==> config.mk <==
export PLATFORM = sky130hd
export DESIGN_NAME = sleep_depth_ctrl
export DESIGN_NICKNAME = d
export VERILOG_FILES = /design/src/rtl/sleep_depth_pkg.sv /design/src/rtl/port_cond_eval.sv /design/src/rtl/wake_event_latch.sv /design/src/rtl/sleep_state_fsm.sv /design/src/rtl/wake_latency_timer.sv /design/src/rtl/sleep_depth_ctrl.sv
export SDC_FILE = /design/constraint.sdc
export NUM_CORES = 1
export LEC_CHECK = 0
export BUFFER_PORTS_ARGS = -buffer_cell sky130_fd_sc_hd__buf_4
export CAP_MARGIN = 20
export CORE_MARGIN = 4
export CORE_UTILIZATION = 25
export DETAILED_ROUTE_END_ITERATION = 8
export GPL_TIMING_DRIVEN = 0
export MAX_ROUTING_LAYER = met4
export PLACE_DENSITY = 0.54
export SLEW_MARGIN = 40
export SYNTH_ARGS = -nofsm -noshare
export SYNTH_HDL_FRONTEND = slang
export SYNTH_HIERARCHICAL = 1
export SYNTH_SLANG_ARGS = --single-unit
export TNS_END_PERCENT = 5
==> constraint.sdc <==
create_clock -name clk -period 1.9 [get_ports clk]
set_input_delay 0.285 -clock clk [delete_from_list [all_inputs] [get_ports clk]]
set_output_delay 0.285 -clock clk [all_outputs]
set_load 0.01 [all_outputs]
==> src/rtl/sleep_depth_pkg.sv <==
// Shared types for the sleep depth controller.
// Assumes: a single slow always-on clock domain.
package sleep_depth_pkg;

    typedef enum logic [1:0] {
        ST_AWAKE  = 2'b00,
        ST_SLEEP  = 2'b01,
        ST_WAKING = 2'b10
    } slp_state_e;

    localparam logic [1:0] LVL_ACTIVE = 2'b00;
    localparam logic [1:0] LVL_LIGHT  = 2'b01;
    localparam logic [1:0] LVL_DEEP   = 2'b10;
    localparam logic [1:0] LVL_WAKE   = 2'b11;

endpackage

==> src/rtl/port_cond_eval.sv <==
// Combinational evaluation of the port condition: whether sleep is
// permitted, whether it must be the deepest level, and whether an
// incoming event pulse is relevant to the present port status.
// Assumes: all inputs are already synchronous to clk.
module port_cond_eval (
    input  logic if_disabled,
    input  logic port_connected,
    input  logic port_disabled,
    input  logic port_suspended,
    input  logic port_irq_en,
    input  logic status_in,
    input  logic evt_bias,
    input  logic evt_disconnect,
    input  logic evt_connect,
    output logic sleep_ok,
    output logic deep_ok,
    output logic qual_evt
);
    logic port_idle;

    // Derive sleep permission, depth and event relevance.
    always_comb begin
        port_idle = !port_connected || port_disabled || port_suspended;
        sleep_ok  = if_disabled && port_idle && !status_in;
        deep_ok   = !port_connected || (port_disabled && !port_irq_en);
        qual_evt  = (evt_bias && port_suspended)
                 || (evt_disconnect && port_suspended)
                 || (evt_connect && !port_disabled);
    end
endmodule

==> src/rtl/wake_event_latch.sv <==
// Holds a relevant port event from the moment it is seen (asleep or
// waking) until the wake completes, so that a one-cycle pulse is kept.
// Assumes: events seen while awake are of no interest.
module wake_event_latch
    import sleep_depth_pkg::*;
(
    input  logic       clk,
    input  logic       rst_n,
    input  slp_state_e state,
    input  logic       clk_ready,
    input  logic       qual_evt,
    output logic       pend
);
    // Capture relevant events outside the awake state; clear on completion.
    always_ff @(posedge clk) begin
        if (!rst_n) begin
            pend <= 1'b0;
        end else if (state == ST_WAKING && clk_ready) begin
            pend <= 1'b0;
        end else if (state != ST_AWAKE) begin
            pend <= pend || qual_evt;
        end
    end

    // no event survives into the awake state.
    assert_no_pend_awake_R8: assert property (@(posedge clk) disable iff (!rst_n)
        (state == ST_AWAKE) |-> !pend);

    // a completed wake leaves nothing latched.
    assert_pend_dropped_R9: assert property (@(posedge clk) disable iff (!rst_n)
        (state == ST_WAKING && clk_ready) |=> !pend);
endmodule

==> src/rtl/sleep_state_fsm.sv <==
// Three-state sequencer: awake, asleep, waking. Sleep entry needs the
// permit from the port evaluation; exit follows loss of that permit or
// a latched event; waking ends on clock-ready.
// Assumes: sleep_ok already folds in the status input.
module sleep_state_fsm
    import sleep_depth_pkg::*;
(
    input  logic       clk,
    input  logic       rst_n,
    input  logic       sleep_ok,
    input  logic       pend,
    input  logic       clk_ready,
    output slp_state_e state,
    output logic       enter_sleep
);
    slp_state_e state_n;

    // Next-state selection.
    always_comb begin
        state_n     = state;
        enter_sleep = 1'b0;
        unique case (state)
            ST_AWAKE: if (sleep_ok) begin
                state_n     = ST_SLEEP;
                enter_sleep = 1'b1;
            end
            ST_SLEEP:  if (!sleep_ok || pend) state_n = ST_WAKING;
            ST_WAKING: if (clk_ready) state_n = ST_AWAKE;
            default:   state_n = ST_AWAKE;
        endcase
    end

    // State register.
    always_ff @(posedge clk) begin
        if (!rst_n) state <= ST_AWAKE;
        else        state <= state_n;
    end

    // no sleep without permission.
    assert_no_sleep_unpermitted_R2: assert property (@(posedge clk) disable iff (!rst_n)
        (state == ST_AWAKE && !sleep_ok) |=> (state == ST_AWAKE));

    // a latched event always ends sleep.
    assert_pend_wakes_R7: assert property (@(posedge clk) disable iff (!rst_n)
        (state == ST_SLEEP && pend) |=> (state == ST_WAKING));

    // clock-ready completes the wake.
    assert_ready_completes_R9: assert property (@(posedge clk) disable iff (!rst_n)
        (state == ST_WAKING && clk_ready) |=> (state == ST_AWAKE));
endmodule

==> src/rtl/wake_latency_timer.sv <==
// Counts cycles spent waking without clock-ready and raises a sticky
// error flag after WAKE_LIMIT of them; the flag clears on sleep entry.
// Assumes: WAKE_LIMIT >= 2.
module wake_latency_timer
    import sleep_depth_pkg::*;
#(
    parameter int WAKE_LIMIT = 240
) (
    input  logic       clk,
    input  logic       rst_n,
    input  slp_state_e state,
    input  logic       clk_ready,
    input  logic       enter_sleep,
    output logic       timeout
);
    localparam int CNT_W = $clog2(WAKE_LIMIT + 1);
    localparam logic [CNT_W-1:0] CNT_LAST = CNT_W'(WAKE_LIMIT - 1);
    localparam logic [CNT_W-1:0] CNT_SAT  = CNT_W'(WAKE_LIMIT);

    logic [CNT_W-1:0] cnt_q;
    logic             waiting;

    // Waiting means waking with no confirmation this cycle.
    always_comb waiting = (state == ST_WAKING) && !clk_ready;

    // Saturating wait counter, zero outside a pending wake.
    always_ff @(posedge clk) begin
        if (!rst_n)                  cnt_q <= '0;
        else if (!waiting)           cnt_q <= '0;
        else if (cnt_q != CNT_SAT)   cnt_q <= cnt_q + 1'b1;
    end

    // Sticky error flag.
    always_ff @(posedge clk) begin
        if (!rst_n)                           timeout <= 1'b0;
        else if (enter_sleep)                 timeout <= 1'b0;
        else if (waiting && cnt_q == CNT_LAST) timeout <= 1'b1;
    end

    // the flag only rises out of a wake.
    assert_timeout_from_wake_R10: assert property (@(posedge clk) disable iff (!rst_n)
        $rose(timeout) |-> ($past(state) == ST_WAKING));

    // a confirmed wake never sets the flag.
    assert_ready_no_timeout_R10: assert property (@(posedge clk) disable iff (!rst_n)
        (state == ST_WAKING && clk_ready && !timeout) |=> !timeout);

    // entering sleep clears the flag.
    assert_clear_on_sleep_R11: assert property (@(posedge clk) disable iff (!rst_n)
        enter_sleep |=> !timeout);
endmodule

==> src/rtl/sleep_depth_ctrl.sv <==
// Top of the sleep depth controller: evaluates the port, sequences
// sleep and wake, bounds the wake latency and decodes the enables and
// the sleep level from the state and the present port depth.
// Assumes: one slow always-on clock; inputs synchronous to it.
module sleep_depth_ctrl
    import sleep_depth_pkg::*;
#(
    parameter int WAKE_LIMIT = 240
) (
    input  logic       clk,
    input  logic       rst_n,
    input  logic       if_disabled,
    input  logic       port_connected,
    input  logic       port_disabled,
    input  logic       port_suspended,
    input  logic       port_irq_en,
    input  logic       status_in,
    input  logic       evt_bias,
    input  logic       evt_disconnect,
    input  logic       evt_connect,
    input  logic       clk_ready,
    output logic       clkgen_en,
    output logic       ref_core_en,
    output logic       ref_detect_en,
    output logic [1:0] sleep_level,
    output logic       wake_timeout
);
    slp_state_e state;
    logic       sleep_ok;
    logic       deep_ok;
    logic       qual_evt;
    logic       pend;
    logic       enter_sleep;

    port_cond_eval u_cond (
        .if_disabled    (if_disabled),
        .port_connected (port_connected),
        .port_disabled  (port_disabled),
        .port_suspended (port_suspended),
        .port_irq_en    (port_irq_en),
        .status_in      (status_in),
        .evt_bias       (evt_bias),
        .evt_disconnect (evt_disconnect),
        .evt_connect    (evt_connect),
        .sleep_ok       (sleep_ok),
        .deep_ok        (deep_ok),
        .qual_evt       (qual_evt)
    );

    wake_event_latch u_latch (
        .clk       (clk),
        .rst_n     (rst_n),
        .state     (state),
        .clk_ready (clk_ready),
        .qual_evt  (qual_evt),
        .pend      (pend)
    );

    sleep_state_fsm u_fsm (
        .clk         (clk),
        .rst_n       (rst_n),
        .sleep_ok    (sleep_ok),
        .pend        (pend),
        .clk_ready   (clk_ready),
        .state       (state),
        .enter_sleep (enter_sleep)
    );

    wake_latency_timer #(.WAKE_LIMIT(WAKE_LIMIT)) u_timer (
        .clk         (clk),
        .rst_n       (rst_n),
        .state       (state),
        .clk_ready   (clk_ready),
        .enter_sleep (enter_sleep),
        .timeout     (wake_timeout)
    );

    // Decode enables and level from state and present depth.
    always_comb begin
        clkgen_en     = 1'b1;
        ref_core_en   = 1'b1;
        ref_detect_en = 1'b1;
        sleep_level   = LVL_ACTIVE;
        unique case (state)
            ST_SLEEP: begin
                clkgen_en     = 1'b0;
                ref_core_en   = 1'b0;
                ref_detect_en = !deep_ok;
                sleep_level   = deep_ok ? LVL_DEEP : LVL_LIGHT;
            end
            ST_WAKING: sleep_level = LVL_WAKE;
            default:   sleep_level = LVL_ACTIVE;
        endcase
    end

    // no clocks or core references while asleep.
    assert_clk_off_asleep_R3: assert property (@(posedge clk) disable iff (!rst_n)
        (sleep_level == LVL_LIGHT || sleep_level == LVL_DEEP) |-> (!clkgen_en && !ref_core_en));

    // deepest level drops the detect reference too.
    assert_deep_detect_off_R5: assert property (@(posedge clk) disable iff (!rst_n)
        (sleep_level == LVL_DEEP) |-> !ref_detect_en);

    // status input ends sleep at the next edge.
    assert_status_wakes_R6: assert property (@(posedge clk) disable iff (!rst_n)
        (state == ST_SLEEP && status_in) |=> (sleep_level == LVL_WAKE));
endmodule

==> metrics.txt, run 1 <==
critical path launch point type flop; area share of and/or/nand/nor cells after synthesis 30.28%; Residual DRC 0; row count 18; R2R Path Start u_fsm/state[1]$_SDFFE_PN0P_; M1 WL between 600 and 700 um; number of clock sinks 12; Hold Path Depth 2; # nets final 119; die width ~60 um; GRT Util Overall a little under a tenth; max layer used met3; DP HPWL 1.117 mm; Antenna Cells 0; I/O pin cnt 18; Vias/cell between 4 and 5; Synth top area share 35.23%; DR vias between 600 and 700; syn_nets 97; worst-margin pin slew 336.1 ps; Power Total 513.7 uW; sequential area share after synthesis 35.23%; Pleak 0.3451 nW; routed len/inst 11.34 um; buffers added on ports 17; syn_area_per_cell between 8 and 9 um^2; Clock Skews around 7 ps; Post-Synth Adder-Cell Area 7.339%; largest net degree at the start of global routing 12; Slew Limit Headroom between 70% and 80%; mux share of post-synthesis cell area under 10%; height of the chip around 60 um; Arr. time, crit path 1470 ps; CTS resizes 0; reg2reg path depth 4; first-pass GRT wire length 2.421 mm; Worst Path Max Fanout 11; CP Class reg -> out; FF+latch count, synth 12; max cap viols 0; Post-Syn Area 681.9 um^2; total gr overflow 0; DIE AREA 3627 um^2; vias in the first global route 574; Layout area overhead 29.54%; Hold WC Path Type in -> reg; Syn Inst Count 81; Pwr Density 581.5 nW/um^2; final core utilization 34.71%; Final Hold Viols 0; initial antenna violation count 0; CTS tree built; WL met2 638 um; Max Slew Vio Count 0; 1st-iter DRT viols 6; Clock Pin Slew Worst Setup and Hold Paths 80 ps; Max clock buf depth 2; Peak VDD IR 0.3781 mV; final period utilization just over 90%; Clock Latency Late Sink 270 ps; Synth cell types 30; Post-CTS Hold Fix Bufs 0; Initial DRT Pass Iterations 4; Worst Path Required 1620 ps; Post-CTS Setup Bufs 0; CORE AREA 2545 um^2; xor/xnor share of the synthesized area under 10%; worst hold start rst_n; cell taking the most area after synthesis dfxtp_1; Synth Area in Compound Gates about 15%; largest family of logic cells by synthesized area simple AND/OR/NAND/NOR gates; Synth area leaders dfxtp_1 (35%), ha_1 (7.3%), inv_1 (5.0%); setup tns final 0 ps; RSZ-0062 raised after global routing false; share of cells above drive strength 1 24.51%; H-tree depth 1; reg2reg setup slack 430 ps; status completed; hold worst-path end u_fsm/state[1]$_SDFFE_PN0P_; CTS Root Cell clkbuf_4; critical path endpoint category output pin; Num CTS Buffers 3; achievable frequency 569.7 MHz; Detailed Route WL between 1 and 1.5 mm; endpoints failing setup 0; RePlAce Congestion 0.7475; Reg-to-Reg End u_timer/cnt_q[7]$_SDFFE_PN0P_; met3 wire len 179 um; Initial Utilization ~27%; Tmin final 1755 ps; DRT antenna net count 0; Synth warnings 6
==> state kept, by name (all words and copies together) (netlist names) <==
name and flops:
u_timer/cnt_q 8, u_latch/pend 1, u_timer/timeout 1, u_fsm/state 2
==> routing by layer <==
layer	GRT usage [%]	vias up
met5	-	-
met4	1.899	0
met3	4.320	0
met2	13.89	22
met1	11.04	277
li1	-	326
==> per-stage QoR <==
step | instance area (um^2) | setup WS, ps | hold WS (ps) | cells
6_report | 883.3 | 144.7 | 264.6 | 132
5_1_grt | 883.3 | 32.22 | 267.1 | 132
4_1_cts | 883.3 | 145.5 | 256.4 | 132
3_5_place_dp | 847.1 | 459.0 | 460.1 | 128
3_3_place_gp | 847.1 | 481.8 | 446.1 | 128
2_1_floorplan | 681.9 | 598.9 | 402.7 | 81
==> Yosys cell counts <==
cell	count
inv_1	9
xor2_1	2
nor3_1	3
nand4_1	1
o21a_1	2
nand2b_1	2
nor2_1	3
mux2i_1	1
or3_1	2
o21ai_1	1
nand3b_1	2
nor4_1	1
or3b_1	1
nand2_1	5
ha_1	4
and4bb_2	1
nand4bb_1	2
nand2_2	1
nor3b_1	4
nor2b_1	1
nand3_1	3
o211ai_1	1
or4_1	1
dfxtp_1	12
buf_2	1
xnor2_1	1
o211a_1	2
buf_4	1
o21ai_0	5
a21oi_1	6
==> area by class of cell <==
cell class,instances,area [um^2]
clock buffers,4,36.28
well taps,30,37.54
flip-flops and latches,12,240.2
inverters,9,33.78
repair buffers,17,127.6
fillers,288,1662
plain buffers,2,12.51
multi-input cells,58,395.4
==> critical path, stage by stage (launching register included) <==
cell     delay [ps]
dfxtp_1         520
inv_1            80
ha_1            320
a21oi_1         130
buf_4           140
==> kinds of logic after synthesis <==
| group | after synthesis |
|---|---|
| AND/OR/NAND/NOR | 33 |
| AO/OA/AOI/OAI | 17 |
| flip-flops | 12 |
| buffers and inverters | 11 |
| adder cells (fa/ha/maj) | 4 |
| XOR/XNOR | 3 |
| multiplexers | 1 |
==> cells in the final DEF (no fill, tap or decap), drive strengths merged, types with 2 or more instances in the layout <==
cell type	instances
nand3b	2
nand2b	2
o211a	2
nor2	3
or3	2
ha	4
o21ai	6
a21oi	6
nor3b	4
clkbuf	4
dfxtp	12
nand3	3
xor2	2
nand2	6
buf	19
inv	9
nor3	3
nand4bb	2
o21a	2
==> power by group <==
part	internal (mW)	total (mW)	switching, mW
Sequential	0.254	0.260	0.00540
Clock	0.116	0.203	0.0864
Combinational	0.0313	0.0512	0.0199
==> worst max-delay path by stage <==
stage | start | end | slack (ps) | depth (start not counted)
after floorplan | u_fsm/state[1]$_SDFFE_PN0P_ | u_timer/cnt_q[7]$_SDFFE_PN0P_ | 600 | 4
after global placement | u_fsm/state[1]$_SDFFE_PN0P_ | u_timer/cnt_q[7]$_SDFFE_PN0P_ | 480 | 4
after detailed placement | u_fsm/state[0]$_SDFFE_PN0P_ | sleep_level[0] | 460 | 4
after CTS | u_fsm/state[0]$_SDFFE_PN0P_ | sleep_level[0] | 150 | 4
after global routing | u_fsm/state[0]$_SDFFE_PN0P_ | sleep_level[1] | 30 | 4
final | u_fsm/state[0]$_SDFFE_PN0P_ | sleep_level[0] | 140 | 4
(Power assumes the default switching activity.)
==> run 2: changes to the inputs <==
--- a/config.mk
+++ b/config.mk
@@ -7,12 +7,14 @@
 export LEC_CHECK = 0
 export BUFFER_PORTS_ARGS = -buffer_cell sky130_fd_sc_hd__buf_4
 export CAP_MARGIN = 20
+export CORE_ASPECT_RATIO = 0.7
 export CORE_MARGIN = 4
 export CORE_UTILIZATION = 25
 export DETAILED_ROUTE_END_ITERATION = 8
 export GPL_TIMING_DRIVEN = 0
 export MAX_ROUTING_LAYER = met4
 export PLACE_DENSITY = 0.54
+export REMOVE_ABC_BUFFERS = 1
 export SLEW_MARGIN = 40
 export SYNTH_ARGS = -nofsm -noshare
 export SYNTH_HDL_FRONTEND = slang
==> run 2 against run 1 <==
Clock power up 9%. Worst hold slack better by 48 ps. Highest routed layer unchanged. Critical path type unchanged. Sequential cell count unchanged. Utilization increased by 0.056 points. Worst setup slack gained 59 ps. Maximum frequency is 3.5% higher.
==> metrics.txt, run 2 (synthesis gave the netlist of run 1 again) <==
Arr. time, crit path 1410 ps (was 1470 ps); Detailed Route WL 1.513 mm (was 1.497 mm); achievable frequency 589.6 MHz (was 569.7 MHz); Sw Pwr 108.0 uW (was 111.7 uW); Clock Latency Late Sink 230 ps (was 270 ps); RSZ-0062 raised after global routing false (unchanged); Largest delay share family, worst path flip-flops (unchanged); Setup WS post-layout 204.0 ps (was 144.7 ps); CORE AREA 2534 um^2 (was 2545 um^2); CTS resizes 0 (unchanged); highest-count cells in the layout ignoring fill and taps buf_4 (17), dfxtp_1 (12), inv_1 (9), a21oi_1 (6) (was buf_4 (18), dfxtp_1 (12), inv_1 (9), a21oi_1 (6)); Buf+Inv Stages, Crit Path 2 (unchanged); reg2reg path depth 3 (was 4); Initial DRT Pass Iterations 4 (unchanged); DRT antenna net count 0 (unchanged); DIE AREA 3640 um^2 (was 3627 um^2); share of cells above drive strength 1 22.22% (was 24.51%); WP depth 4 (unchanged); I/O pin cnt 18 (unchanged); critical path endpoint category output pin (unchanged); Peak VDD IR 0.4163 mV (was 0.3781 mV); worst setup path startpoint u_fsm/state[0]$_SDFFE_PN0P_ (unchanged); Worst Path Max Fanout 11 (unchanged); RePlAce Congestion 0.6814 (was 0.7475); dpl cells 130 (was 128); Pwr Density 604.1 nW/um^2 (was 581.5 nW/um^2); Clock Skews 0.5399 ps (was 6.826 ps); row count 15 (was 18); DP HPWL 1.178 mm (was 1.117 mm); Residual DRC 0 (unchanged); Antenna Cells 0 (unchanged); height of the chip 51.70 um (was 60.23 um); CTS tree built (unchanged); Max clock buf depth 2 (unchanged); Worst path max stage delay 510 ps (was 520 ps); # nets final 117 (was 119); final core utilization 34.77% (was 34.71%); number of clock sinks 12 (unchanged); sequential share of power 49.0% (was 50.5%); CP Class reg -> out (unchanged); DR vias 615 (was 625); 1st-iter DRT viols 3 (was 6); Pleak 0.3391 nW (was 0.3451 nW); Initial Utilization 26.91% (was 26.79%); GRT Util Overall 9.149% (was 9.157%); Reg-to-Reg End u_timer/cnt_q[7]$_SDFFE_PN0P_ (unchanged); Post-CTS Setup Bufs 0 (unchanged); final instance count without filler cells 133 (was 132); Post-CTS Hold Fix Bufs 0 (unchanged); endpoints failing setup 0 (unchanged); combinational share of power 9.3% (was 10.0%); Final Hold Viols 0 (unchanged); Hold WC Path Type in -> reg (unchanged); Net Sw Frac 20.30% (was 21.74%); vias in the first global route 555 (was 574); Biggest register u_timer/cnt_q (unchanged); Vias/cell 4.624 (was 4.735); max cap viols 0 (unchanged); buffers added on ports 17 (unchanged); reg2reg setup slack 340 ps (was 430 ps); critical path launch point type flop (unchanged); first-pass GRT wire length 2.566 mm (was 2.421 mm); commonest non-fill, non-tap cell in the layout buf_4 (unchanged); Power Internal 424.1 uW (was 402.0 uW); status completed (unchanged); setup tns final 0 ps (unchanged); R2R Path Start u_fsm/state[1]$_SDFFE_PN0P_ (unchanged); Layout area overhead 29.17% (was 29.54%); CP max-delay cell dfxtp_1 (unchanged); Tmin final 1696 ps (was 1755 ps); Num CTS Buffers 3 (unchanged); Clock Pin Slew Worst Setup and Hold Paths 50 ps (was 80 ps); CP cell instances inv_1 > ha_1 > a21oi_1 > buf_4 (unchanged); largest net degree at the start of global routing 12 (unchanged); Setup WS pre-CTS 337.1 ps (was 459.0 ps); CTS Root Cell clkbuf_8 (was clkbuf_4); die width 70.42 um (was 60.23 um); Power Total 532.1 uW (was 513.7 uW); initial antenna violation count 0 (unchanged); top flop regs u_timer/cnt_q: 8 flops, u_fsm/state: 2 flops (unchanged); Slew Limit Headroom 77.37% (was 77.56%); Max Slew Vio Count 0 (unchanged); Critical Path End sleep_level[0] (unchanged); number of flip-flops in the largest register 8 (unchanged); Worst Path Required 1620 ps (about the same); worst-margin pin slew 339.0 ps (was 336.1 ps); Clock power frac 41.6% (was 39.5%); final period utilization 89.26% (was 92.38%); H-tree depth 1 (unchanged); total gr overflow 0 (unchanged); routed len/inst 11.38 um (was 11.34 um)
## run 2: cell count changes in the layout (fill, tap and decap cells not counted), sizes merged
cell,before,now
buf,19,17
clkbuf,4,3
## run 2: power groups by stage
stage / Combinational (mW) / Clock (mW) / Sequential, mW
6_report: 0.0497 / 0.222 / 0.261
5_1_grt: 0.0543 / 0.255 / 0.261
4_1_cts: 0.0502 / 0.232 / 0.260
3_5_place_dp: 0.0500 / 0 / 0.266
3_3_place_gp: 0.0486 / 0 / 0.265
2_1_floorplan: 0.0216 / 0 / 0.264
## run 2: per-layer routing
metal  global-route usage, %  part of all wire [%]  vias up
li1                        -                     -      321
met1                   11.82                    49      284
met2                   13.20                    48       10
met3                   3.475                   2.8        0
met4                   2.866                     0        0
met5                       -                     0        -
## run 2: layout make-up
class / instances / area [um^2]
fillers: 278 / 1653
multi-input cells: 58 / 395.4
flip-flops and latches: 12 / 240.2
repair buffers: 17 / 127.6
well taps: 34 / 42.54
clock buffers: 3 / 41.29
inverters: 9 / 33.78
## run 2: through the flow
stage / instance area [um^2] / hold slack, ps
finish: 880.8 / 312.5
global route: 880.8 / 306.4
CTS: 880.8 / 306.7
floorplan: 669.4 / 402.7
global placement: 839.6 / 456.2
detailed placement: 839.6 / 475.7
## run 2: worst min path at each step
stage | from | endpoint | slack [ps] | cells after the start
final | rst_n | u_fsm/state[1]$_SDFFE_PN0P_ | 310 | 2
after detailed placement | u_latch/pend$_SDFFE_PP0P_ | u_fsm/state[0]$_SDFFE_PN0P_ | 480 | 1
after global placement | u_latch/pend$_SDFFE_PP0P_ | u_fsm/state[0]$_SDFFE_PN0P_ | 460 | 1
after global routing | rst_n | u_fsm/state[1]$_SDFFE_PN0P_ | 310 | 2
after floorplan | rst_n | u_fsm/state[1]$_SDFFE_PN0P_ | 400 | 1
after CTS | rst_n | u_fsm/state[1]$_SDFFE_PN0P_ | 310 | 2
